**config.mk**
```make
export PLATFORM = sky130hd
export DESIGN_NAME = oc_unit
export DESIGN_NICKNAME = d
export VERILOG_FILES = /design/src/rtl/oc_pkg.sv /design/src/rtl/oc_counter.sv /design/src/rtl/oc_channel.sv /design/src/rtl/oc_unit.sv
export SDC_FILE = /design/constraint.sdc
export NUM_CORES = 1
export LEC_CHECK = 0
export BUFFER_PORTS_ARGS = -buffer_cell sky130_fd_sc_hd__buf_2
export CAP_MARGIN = 15
export CORE_UTILIZATION = 59
export DETAILED_ROUTE_END_ITERATION = 12
export GPL_TIMING_DRIVEN = 0
export PLACE_DENSITY_LB_ADDON = 0.3
export SYNTH_ARGS = -nofsm -noshare
export SYNTH_HDL_FRONTEND = slang
export SYNTH_SLANG_ARGS = --single-unit
```
**constraint.sdc**
```tcl
create_clock -name clk_i -period 2.2 [get_ports clk_i]
set_clock_uncertainty 0.15 [all_clocks]
set_input_delay 0.11 -clock clk_i [delete_from_list [all_inputs] [get_ports clk_i]]
set_output_delay 0.11 -clock clk_i [all_outputs]
set_load 0.1 [all_outputs]
```
**src/rtl/oc_pkg.sv**
```systemverilog
package oc_pkg;
  typedef enum logic [1:0] {
    ACT_OFF = 2'b00,
    ACT_TOG = 2'b01,
    ACT_CLR = 2'b10,
    ACT_SET = 2'b11
  } oc_act_e;
endpackage

```
**src/rtl/oc_counter.sv**
```systemverilog
module oc_counter #(
  parameter int CNT_W = 16
) (
  input  logic             clk_i,
  input  logic             rst_ni,
  input  logic             en_i,
  output logic [CNT_W-1:0] cnt_o,
  output logic             adv_o
);
  logic [CNT_W-1:0] cnt_q;
  logic             adv_q;

  always_ff @(posedge clk_i or negedge rst_ni) begin
    if (!rst_ni) begin
      cnt_q <= '0;
      adv_q <= 1'b0;
    end else begin
      adv_q <= en_i;
      if (en_i) cnt_q <= cnt_q + 1'b1;
    end
  end

  assign cnt_o = cnt_q;
  assign adv_o = adv_q;

  a_r6_hold: assert property (@(posedge clk_i) disable iff (!rst_ni)
    !en_i |=> $stable(cnt_q));
  a_r6_step: assert property (@(posedge clk_i) disable iff (!rst_ni)
    en_i |=> cnt_q == $past(cnt_q) + 1'b1);
endmodule

```
**src/rtl/oc_channel.sv**
```systemverilog
module oc_channel
  import oc_pkg::*;
#(
  parameter int CNT_W = 16
) (
  input  logic             clk_i,
  input  logic             rst_ni,
  input  logic             sel_i,
  input  oc_act_e          act_i,
  input  logic [CNT_W-1:0] cnt_i,
  input  logic             adv_i,
  input  logic             cmp_we_i,
  input  logic [CNT_W-1:0] cmp_i,
  input  logic             clr_i,
  input  logic             gpio_i,
  output logic             flag_o,
  output logic             pin_o
);
  logic [CNT_W-1:0] cmp_q;
  logic             flag_q;
  logic             pin_q;
  logic             hit;

  assign hit = sel_i && adv_i && (cnt_i == cmp_q);

  always_ff @(posedge clk_i or negedge rst_ni) begin
    if (!rst_ni) cmp_q <= '0;
    else if (cmp_we_i) cmp_q <= cmp_i;
  end

  // set has priority over a write-one clear
  always_ff @(posedge clk_i or negedge rst_ni) begin
    if (!rst_ni) flag_q <= 1'b0;
    else if (hit) flag_q <= 1'b1;
    else if (clr_i) flag_q <= 1'b0;
  end

  always_ff @(posedge clk_i or negedge rst_ni) begin
    if (!rst_ni) pin_q <= 1'b0;
    else if (hit) begin
      unique case (act_i)
        ACT_TOG: pin_q <= ~pin_q;
        ACT_CLR: pin_q <= 1'b0;
        ACT_SET: pin_q <= 1'b1;
        default: pin_q <= pin_q;
      endcase
    end
  end

  assign flag_o = flag_q;
  assign pin_o  = (sel_i && act_i != ACT_OFF) ? pin_q : gpio_i;

  a_r2_flag_set: assert property (@(posedge clk_i) disable iff (!rst_ni)
    hit |=> flag_q);
  a_r4_flag_clr: assert property (@(posedge clk_i) disable iff (!rst_ni)
    (clr_i && !hit) |=> !flag_q);
  a_r3_set: assert property (@(posedge clk_i) disable iff (!rst_ni)
    (hit && act_i == ACT_SET) |=> pin_q);
  a_r3_clr: assert property (@(posedge clk_i) disable iff (!rst_ni)
    (hit && act_i == ACT_CLR) |=> !pin_q);
  a_r3_tog: assert property (@(posedge clk_i) disable iff (!rst_ni)
    (hit && act_i == ACT_TOG) |=> pin_q != $past(pin_q));
  a_r3_hold: assert property (@(posedge clk_i) disable iff (!rst_ni)
    (!hit || act_i == ACT_OFF) |=> $stable(pin_q));
endmodule

```
**src/rtl/oc_unit.sv**
```systemverilog
module oc_unit
  import oc_pkg::*;
#(
  parameter int N_CH   = 8,
  parameter int CNT_W  = 16,
  parameter int ADDR_W = 4
) (
  input  logic              clk_i,
  input  logic              rst_ni,
  input  logic              wr_en_i,
  input  logic [ADDR_W-1:0] addr_i,
  input  logic [CNT_W-1:0]  wdata_i,
  output logic [CNT_W-1:0]  count_o,
  output logic [N_CH-1:0]   flag_o,
  output logic              irq_o,
  output logic [N_CH-1:0]   pin_o
);
  localparam int ACT_W = 2 * N_CH;
  localparam logic [ADDR_W-1:0] A_CTRL = ADDR_W'(N_CH);
  localparam logic [ADDR_W-1:0] A_SEL  = ADDR_W'(N_CH + 1);
  localparam logic [ADDR_W-1:0] A_ACT  = ADDR_W'(N_CH + 2);
  localparam logic [ADDR_W-1:0] A_CLR  = ADDR_W'(N_CH + 3);
  localparam logic [ADDR_W-1:0] A_MASK = ADDR_W'(N_CH + 4);
  localparam logic [ADDR_W-1:0] A_GPIO = ADDR_W'(N_CH + 5);

  logic             en_q;
  logic [N_CH-1:0]  sel_q, mask_q, gpio_q, clr;
  logic [ACT_W-1:0] act_q;
  logic [CNT_W-1:0] cnt;
  logic             adv;

  always_ff @(posedge clk_i or negedge rst_ni) begin
    if (!rst_ni) begin
      en_q   <= 1'b0;
      sel_q  <= '0;
      act_q  <= '0;
      mask_q <= '0;
      gpio_q <= '0;
    end else if (wr_en_i) begin
      unique case (addr_i)
        A_CTRL:  en_q   <= wdata_i[0];
        A_SEL:   sel_q  <= wdata_i[N_CH-1:0];
        A_ACT:   act_q  <= wdata_i[ACT_W-1:0];
        A_MASK:  mask_q <= wdata_i[N_CH-1:0];
        A_GPIO:  gpio_q <= wdata_i[N_CH-1:0];
        default: ;
      endcase
    end
  end

  assign clr = (wr_en_i && addr_i == A_CLR) ? wdata_i[N_CH-1:0] : '0;

  oc_counter #(.CNT_W(CNT_W)) u_cnt (
    .clk_i (clk_i),
    .rst_ni(rst_ni),
    .en_i  (en_q),
    .cnt_o (cnt),
    .adv_o (adv)
  );

  for (genvar n = 0; n < N_CH; n++) begin : g_ch
    oc_channel #(.CNT_W(CNT_W)) u_ch (
      .clk_i   (clk_i),
      .rst_ni  (rst_ni),
      .sel_i   (sel_q[n]),
      .act_i   (oc_act_e'(act_q[2*n +: 2])),
      .cnt_i   (cnt),
      .adv_i   (adv),
      .cmp_we_i(wr_en_i && addr_i == ADDR_W'(n)),
      .cmp_i   (wdata_i),
      .clr_i   (clr[n]),
      .gpio_i  (gpio_q[n]),
      .flag_o  (flag_o[n]),
      .pin_o   (pin_o[n])
    );
  end

  assign count_o = cnt;
  assign irq_o   = |(flag_o & mask_q);

  a_r1_unsel_quiet: assert property (@(posedge clk_i) disable iff (!rst_ni)
    (!sel_q[0] && !flag_o[0] && clr[0] == 1'b0) |=> !flag_o[0]);
endmodule

```
After elaboration in Yosys (flattened, before gate mapping)
Cells that the tools add are included.

$add $sub $neg: 1. Equality and inequality tests: 45. Mux-type cells: 33. Bitwise operators: 9. Reductions and logical operators: 72.

Operators by type and width (count): 16-bit equality test (8); 1-bit logical AND (33); 2-bit equality test, second input constant (16); 2-bit nonzero test (16); 2-bit AND reduction (13); 4-bit equality test, second input constant (6); 1-bit two-way mux (24); 1-bit one-hot mux with 3 select lines (8); 3-bit nonzero test (8); 16-bit by 1-bit adder with 16-bit output, second input constant (1); 2-bit by 1-bit equality test with 1-bit output, second input constant (8); 4-bit by 3-bit equality test with 1-bit output, second input constant (4); 8-bit AND (1); 4-bit by 2-bit equality test with 1-bit output, second input constant (2); 8-bit two-way mux (1); 1-bit NOT (8); 8-bit OR reduction (1); 4-bit by 1-bit equality test with 1-bit output, second input constant (1); 4-bit logical NOT (1).

Flip-flop bits (word level): 202. Bits of input ports: 23. Output and inout bits: 33. Word-level logic and storage cells: 191.

Logic depth before layout (Yosys ltp)
Gate-level depths: netlist of the first run.

Depth in word-level cells: 5. Depth in mapped cells: 7. Mapped depth without buffers: 5.

Modules after synthesis
From an unflattened synthesis of the first run, not the netlist that was laid out.

Cell total of the unflattened synthesis: 735. Area, all modules: 9720.6 um^2.

By module, submodules not included: oc_channel (times used 8, cells an instance 70, area an instance 907.1 um^2, sequential area each 450.4 um^2); oc_unit (times used 1, cells an instance 118, area an instance 1742.9 um^2, sequential area each 1026.0 um^2); oc_counter (times used 1, cells an instance 57, area an instance 720.7 um^2, sequential area each 425.4 um^2).

Worst setup path before layout of the first run
OpenSTA, ideal clock, no wires.

Path type: reg2reg. From: reg u_cnt.cnt_q[4], in the netlist u_cnt.cnt_o[4]. To: reg g_ch[5].u_ch.pin_q. Library setup time: 0.128 ns. Data arrival time: 2.057 ns. Required time: 1.922 ns. Slack: -0.135 ns. Cell stages (with the launch flop): 7. Path buffers: 1. Clock period less this slack: 2.335 ns. Cells stage by stage: dfrtp_1 > buf_2 > xnor2_1 > nand3_1 > nor3_1 > mux2i_1 > nand2_1.

Longest elaborated chain between the ends: 3.

Ends and longest elaborated chain: from (decl) (line oc_counter.sv:10) `logic [CNT_W-1:0] cnt_q;`; from (signal assigned) (line oc_counter.sv:19) `if (en_i) cnt_q <= cnt_q + 1'b1;`; 16-bit equality test (line oc_channel.sv:24) `assign hit = sel_i && adv_i && (cnt_i == cmp_q);`; 1-bit logical AND (line oc_channel.sv:24); 2-bit AND reduction (no source line); to (signal assigned) (line oc_channel.sv:42) `ACT_TOG: pin_q <= ~pin_q;`; to (signal assigned) (line oc_channel.sv:45) `default: pin_q <= pin_q;`; to (decl) (line oc_channel.sv:21) `logic pin_q;`.

Every way passes these cells. A chain may end at the register's enable or synchronous reset.

Final worst setup path of the first run
From: reg act_q[4]. To: out pin_o[2].

Longest elaborated chain between the ends: 3.

Ends and longest elaborated chain: from (decl) (line oc_unit.sv:28) `logic [ACT_W-1:0] act_q;`; from (signal assigned) (line oc_unit.sv:43) `A_ACT: act_q <= wdata_i[ACT_W-1:0];`; 2-bit nonzero test (line oc_channel.sv:51) `assign pin_o = (sel_i && act_i != ACT_OFF) ? pin_q : gpio_i;`; 1-bit logical AND (line oc_channel.sv:51); 1-bit two-way mux (line oc_channel.sv:51); to (decl) (line oc_unit.sv:16) `output logic [N_CH-1:0] pin_o`.

Every way passes these cells.

==> results of run 1 <==
-- worst paths after layout --
path | startpoint | endpoint
worst max-delay path | act_q[4]$_DFFE_PN0P_ | pin_o[2]
min in group clk_i | wr_en_i | g_ch[3].u_ch.cmp_q[1]$_DFFE_PN0P_
worst min-delay path | rst_ni | g_ch[2].u_ch.cmp_q[6]$_DFFE_PN0P_
max in group asynchronous | rst_ni | u_cnt.cnt_o[10]$_DFFE_PN0P_
worst max register to register | u_cnt.cnt_o[4]$_DFFE_PN0P_ | g_ch[4].u_ch.pin_q$_DFFE_PN0P_
worst min register to register | gpio_q[0]$_DFFE_PN0P_ | gpio_q[0]$_DFFE_PN0P_
-- final cells by class --
type / instances / area (sq um) / area share, %
plain buffers: 50 / 327 / 2.92
clock buffers: 31 / 656 / 5.86
clock inverters: 4 / 70.1 / 0.626
inverters: 14 / 52.6 / 0.469
multi-input cells: 545 / 4190 / 37.4
flip-flops and latches: 202 / 5070 / 45.3
well taps: 216 / 270 / 2.41
repair buffers: 77 / 558 / 4.99
-- cell families (layout without fill, tap and decap cells) --
logic type | Yosys count | after routing | share of synthesized area, %
buffers and inverters | 64 | 176 | 3.92
muxes | 135 | 135 | 15.9
and+or+nand+nor | 182 | 182 | 9.58
DFF | 202 | 202 | 52.6
AOI/OAI and AO/OA | 84 | 84 | 4.79
xor gates and xnor gates | 143 | 143 | 13.0
adders and majority gates | 1 | 1 | 0.130
-- cells in the final DEF, fill, tap and decap left out, types with 10 or more instances in the layout --
| master | Yosys | layout |
|---|---|---|
| xnor2_1 | 125 | 125 |
| clkbuf_1 | 7 | 10 |
| buf_2 | 16 | 62 |
| dlygate4sd3_1 | 0 | 20 |
| dfrtp_2 | 0 | 16 |
| clkbuf_16 | 0 | 23 |
| xor2_1 | 18 | 18 |
| nand2_1 | 68 | 68 |
| nor2_1 | 21 | 21 |
| nand4_1 | 29 | 29 |
| buf_4 | 23 | 24 |
| mux2_2 | 128 | 128 |
| o21ai_0 | 67 | 63 |
| inv_1 | 14 | 14 |
| dfrtp_1 | 202 | 186 |
| nand3_1 | 22 | 22 |
-- flip-flops by register name (all words and copies together), names as in the netlist, 8 cells and up --
register / flops
sel_q: 8
g_ch.u_ch.cmp_q: 128
g_ch.u_ch.flag_o: 8
mask_q: 8
u_cnt.cnt_o: 16
gpio_q: 8
g_ch.u_ch.pin_q: 8
act_q: 16
-- metal layers --
layer | GRT usage (%) | vias to the layer above | share of wire (%)
met5 | 0 | - | 0
met4 | 11.0 | 0 | 3.1
met3 | 6.48 | 59 | 7.6
met2 | 50.2 | 261 | 47
met1 | 44.5 | 3367 | 42
li1 | - | 2974 | -
-- power breakdown --
| group | switching, mW | internal, mW | total (mW) |
|---|---|---|---|
| clock network | 1.43 | 2.29 | 3.71 |
| registers | 0.574 | 4.50 | 5.08 |
| logic | 2.17 | 1.46 | 3.63 |
| total | 4.17 | 8.25 | 12.4 |
-- what timing repair did --
item | CTS | global route
endpoints found under the hold margin | 261 | 0
hold buffers | 20 | 0
resized for setup | 1 | 13
buffers inserted | 0 | 0
endpoints found under the setup margin | 1 | 10
==> impl_metrics.env, run 1 <==
export IMPL_synthCells=811
export IMPL_crit_family="flip-flops"
export IMPL_diodes=0
export IMPL_synth_seq_cells=202
export IMPL_rrSetupSlack_ps=90
export IMPL_cts_tree="built"
export IMPL_syn_num_nets=835
export IMPL_yosysMostFrequentCell="dfrtp_1"
export IMPL_yosysTopAreaCell="dfrtp_1"
export IMPL_dr_pass1_iters=7
export IMPL_clkSinkCount=202
export IMPL_cap_violations=0
export IMPL_synthTopCellsByArea="dfrtp_1, mux2_2, xnor2_1, o21ai_0, nand2_1"
export IMPL_syn2layout_area_growth_pct=16.5
export IMPL_power_total_mw=12.4
export IMPL_gr_usage_all_layers_pct=32.0
export IMPL_antenna_found_initial=0
export IMPL_synth_edf_count=0
export IMPL_path_max_fanout=5
export IMPL_pre_cts_ws_ps=99.9
export IMPL_power_density_nw_per_um2=1110
export IMPL_synth_ff_type="dfrtp_1"
export IMPL_grt_ovfl_total=0
export IMPL_period_needed_ps=2140
export IMPL_clockRootBuffer="clkbuf_16"
export IMPL_power_leakage_nw=4.86
export IMPL_synthArstFlopShare_pct=100
export IMPL_post_route_period_util_pct=97.3
export IMPL_path_buf_inv=2
export IMPL_dieArea_sq_um=16800
export IMPL_wire_per_inst_um=22.0
export IMPL_path_cells="o21ai_0 > mux2_2 > buf_4 > clkbuf_4"
export IMPL_finalWorstSetupSlack_ps=59.0
export IMPL_seq_area_frac_synth_pct=52.6
export IMPL_worstMarginPinSlew_ps=662
export IMPL_start_kind="flop"
export IMPL_irDropWorstVdd_mv=1.06
export IMPL_drc_errors=0
export IMPL_path_clk_slew_ps=60
export IMPL_htreeDepth=1
export IMPL_vias=6661
export IMPL_start_util_pct=60.5
export IMPL_hpwl_um=16700
export IMPL_clock_latency_ps=500
export IMPL_design_area_sq_um=11200
export IMPL_routed_wirelength_um=25000
export IMPL_path_class="flop to output pin"
export IMPL_setup_viol=0
export IMPL_fmax_mhz=467
export IMPL_crit_cells=4
export IMPL_core_area_sq_um=15900
export IMPL_final_antenna_net_count=0
export IMPL_max_stage_delay_ps=420
export IMPL_viasPerCell=5.85
export IMPL_ff2ff_path_depth=6
export IMPL_violations="negative hold slack"
export IMPL_final_fill_count=1191
export IMPL_drt_initial_drc_count=485
export IMPL_syn_area_sq_um=9610
export IMPL_hold_viol=1
export IMPL_cp_required_ps=1940
export IMPL_yosysWarningCount=0
export IMPL_fin_util_pct=70.5
export IMPL_cp_slowest_cell="dfrtp_1"
export IMPL_drv_slew=0
export IMPL_layout_drive_gt1_share_pct=31.5
export IMPL_gp_congestion=0.833
export IMPL_hold_ws_ps=-2.87
export IMPL_setup_tns_ps=0
export IMPL_min_path_type="primary input to asynchronous set/reset pin"
export IMPL_numCtsBuffers=22
export IMPL_synth_top_area_share_pct=52.6
export IMPL_synth_cell_type_count=35
export IMPL_io_buffers=55
export IMPL_synth_common_cells="dfrtp_1, mux2_2, xnor2_1"
export IMPL_cp_end_kind="output pin"
export IMPL_rows=46
export IMPL_die_h_um=130
export IMPL_num_io_pins=56
export IMPL_grt_max_degree=71
export IMPL_place_area_sq_um=10200
export IMPL_status="finished with violations"
export IMPL_dp_cells=1084
export IMPL_clockBufferDepth=3
export IMPL_slew_headroom_pct=55.9
export IMPL_syn_avg_cell_area_sq_um=11.8
export IMPL_grt_pass1_wl_um=39000
export IMPL_final_cells=1139
export IMPL_nNetsFinal=936
export IMPL_worst_ep_arrival_time_ps=1880
export IMPL_die_w_um=130
export IMPL_grt_pass1_vias=6680
Power figures use the tool's default switching activity.
==> inputs of run 2 (changes only) <==
SKIP_CTS_REPAIR_TIMING = 1   (was default)
clock period = 2.49 ns   (was 2.2 ns; I/O delays follow)
==> impl_metrics.env, run 2 (synthesized netlist as in run 1, its figures left out) <==
export IMPL_cp_end_kind="output pin"
export IMPL_setup_tns_ps=0
export IMPL_dr_pass1_iters=5
export IMPL_clock_latency_ps=500
export IMPL_routed_wirelength_um=24700
export IMPL_hold_ws_ps=-9.62
export IMPL_netSwitchingFraction_pct=34.4
export IMPL_die_h_um=130
export IMPL_drv_slew=0
export IMPL_grt_ovfl_total=0
export IMPL_clkSinkCount=202
export IMPL_hpwl_um=16400
export IMPL_min_path_type="primary input to flop"
export IMPL_die_w_um=130
export IMPL_p_int_mw=6.97
export IMPL_slew_headroom_pct=44.5
export IMPL_gr_usage_all_layers_pct=31.1
export IMPL_path_class="flop to output pin"
export IMPL_irDropWorstVdd_mv=0.794
export IMPL_grt_pass1_vias=6537
export IMPL_path_max_fanout=4
export IMPL_htreeDepth=1
export IMPL_combPwrFrac_pct=29.8
export IMPL_post_route_period_util_pct=89.7
export IMPL_seq_power_share_pct=42.1
export IMPL_vias=6611
export IMPL_path_clk_slew_ps=60
export IMPL_wire_per_inst_um=21.7
export IMPL_viasPerCell=5.81
export IMPL_drt_initial_drc_count=474
export IMPL_syn2layout_area_growth_pct=14.7
export IMPL_num_io_pins=56
export IMPL_clkPwrFrac_pct=28.0
export IMPL_setup_viol=0
export IMPL_top_register="g_ch.u_ch.cmp_q"
export IMPL_layout_drive_gt1_share_pct=29.0
export IMPL_final_antenna_net_count=0
export IMPL_mostFrequentLayoutCell="dfrtp_1"
export IMPL_core_area_sq_um=15900
export IMPL_power_density_nw_per_um2=965
export IMPL_design_area_sq_um=11000
export IMPL_cap_violations=0
export IMPL_period_needed_ps=2230
export IMPL_rows=46
export IMPL_rsz0062_at_grt="false"
export IMPL_grt_pass1_wl_um=37800
export IMPL_io_buffers=55
export IMPL_clockRootBuffer="clkbuf_16"
export IMPL_final_fill_count=1189
export IMPL_start_kind="flop"
export IMPL_clockBufferDepth=3
export IMPL_drc_errors=0
export IMPL_power_leakage_nw=4.82
export IMPL_largest_reg_flops=128
export IMPL_final_cell_mix="dfrtp_1, mux2_2, xnor2_1, buf_2, nand2_1"
export IMPL_worstMarginPinSlew_ps=832
export IMPL_grt_max_degree=109
export IMPL_status="finished with violations"
export IMPL_gp_congestion=0.842
export IMPL_violations="negative hold slack"
export IMPL_fin_util_pct=69.4
export IMPL_start_util_pct=60.5
export IMPL_dieArea_sq_um=16800
export IMPL_worst_ep_arrival_time_ps=1960
export IMPL_numCtsBuffers=21
export IMPL_power_total_mw=10.6
export IMPL_cts_tree="built"
export IMPL_nNetsFinal=934
export IMPL_place_area_sq_um=10200
export IMPL_p_switching_mw=3.66
export IMPL_cp_required_ps=2220
export IMPL_fmax_mhz=448
export IMPL_diodes=0
export IMPL_antenna_found_initial=0
export IMPL_hold_viol=1
## run 2: power by group through the flow
stage               Combinational (mW)  Clock (mW)  Sequential, mW
floorplan                         2.17           0            4.70
global placement                  3.04           0            4.49
detailed placement                3.11           0            4.52
CTS                               3.14        3.01            4.47
global route                      3.38        3.13            4.56
finish                            3.17        2.98            4.48
## run 2: layout make-up
cell class / count / area (sq um) / area share, %
Clock inverter: 3 / 40.0 / 0.363
Tap cell: 216 / 270 / 2.45
Multi-Input combinational cell: 545 / 4180 / 37.9
Sequential cell: 202 / 5050 / 45.8
Timing Repair Buffer: 76 / 513 / 4.65
Buffer: 50 / 324 / 2.94
Clock buffer: 31 / 593 / 5.38
Inverter: 14 / 52.6 / 0.477
## run 2: worst max-delay path, cell delays in order, from the launching register on
cell,delay [ps]
dfrtp_1,410
o21ai_0,250
mux2_2,400
buf_4,130
buf_2,280
## run 2: metal layers
metal	part of all wire, %	GRT usage (%)	routed length (um)	up-vias
li1	-	-	-	2962
met1	44	44.0	10800	3347
met2	46	48.6	11300	246
met3	7.0	5.08	1720	56
met4	3.7	11.5	919	0
met5	0	0	0	-
## run 2: per-stage QoR
step | instances | setup slack (ps)
after floorplan | 811 | 155
after global placement | 1082 | -2240
after detailed placement | 1083 | 348
after CTS | 1117 | 259
after global routing | 1137 | 219
final | 1137 | 257
## run 2: final timing paths
path	cells past startpoint	startpoint	slack, ps	to
worst max-delay path	4	act_q[9]$_DFFE_PN0P_	260	pin_o[4]
worst min-delay path	4	wr_en_i	-10	en_q$_DFFE_PN0P_
worst max register to register	6	u_cnt.cnt_o[7]$_DFFE_PN0P_	310	g_ch[6].u_ch.pin_q$_DFFE_PN0P_
worst min register to register	2	gpio_q[2]$_DFFE_PN0P_	330	gpio_q[2]$_DFFE_PN0P_
max in group asynchronous	3	rst_ni	1130	g_ch[3].u_ch.cmp_q[1]$_DFFE_PN0P_
min in group asynchronous	2	rst_ni	110	g_ch[0].u_ch.cmp_q[1]$_DFFE_PN0P_
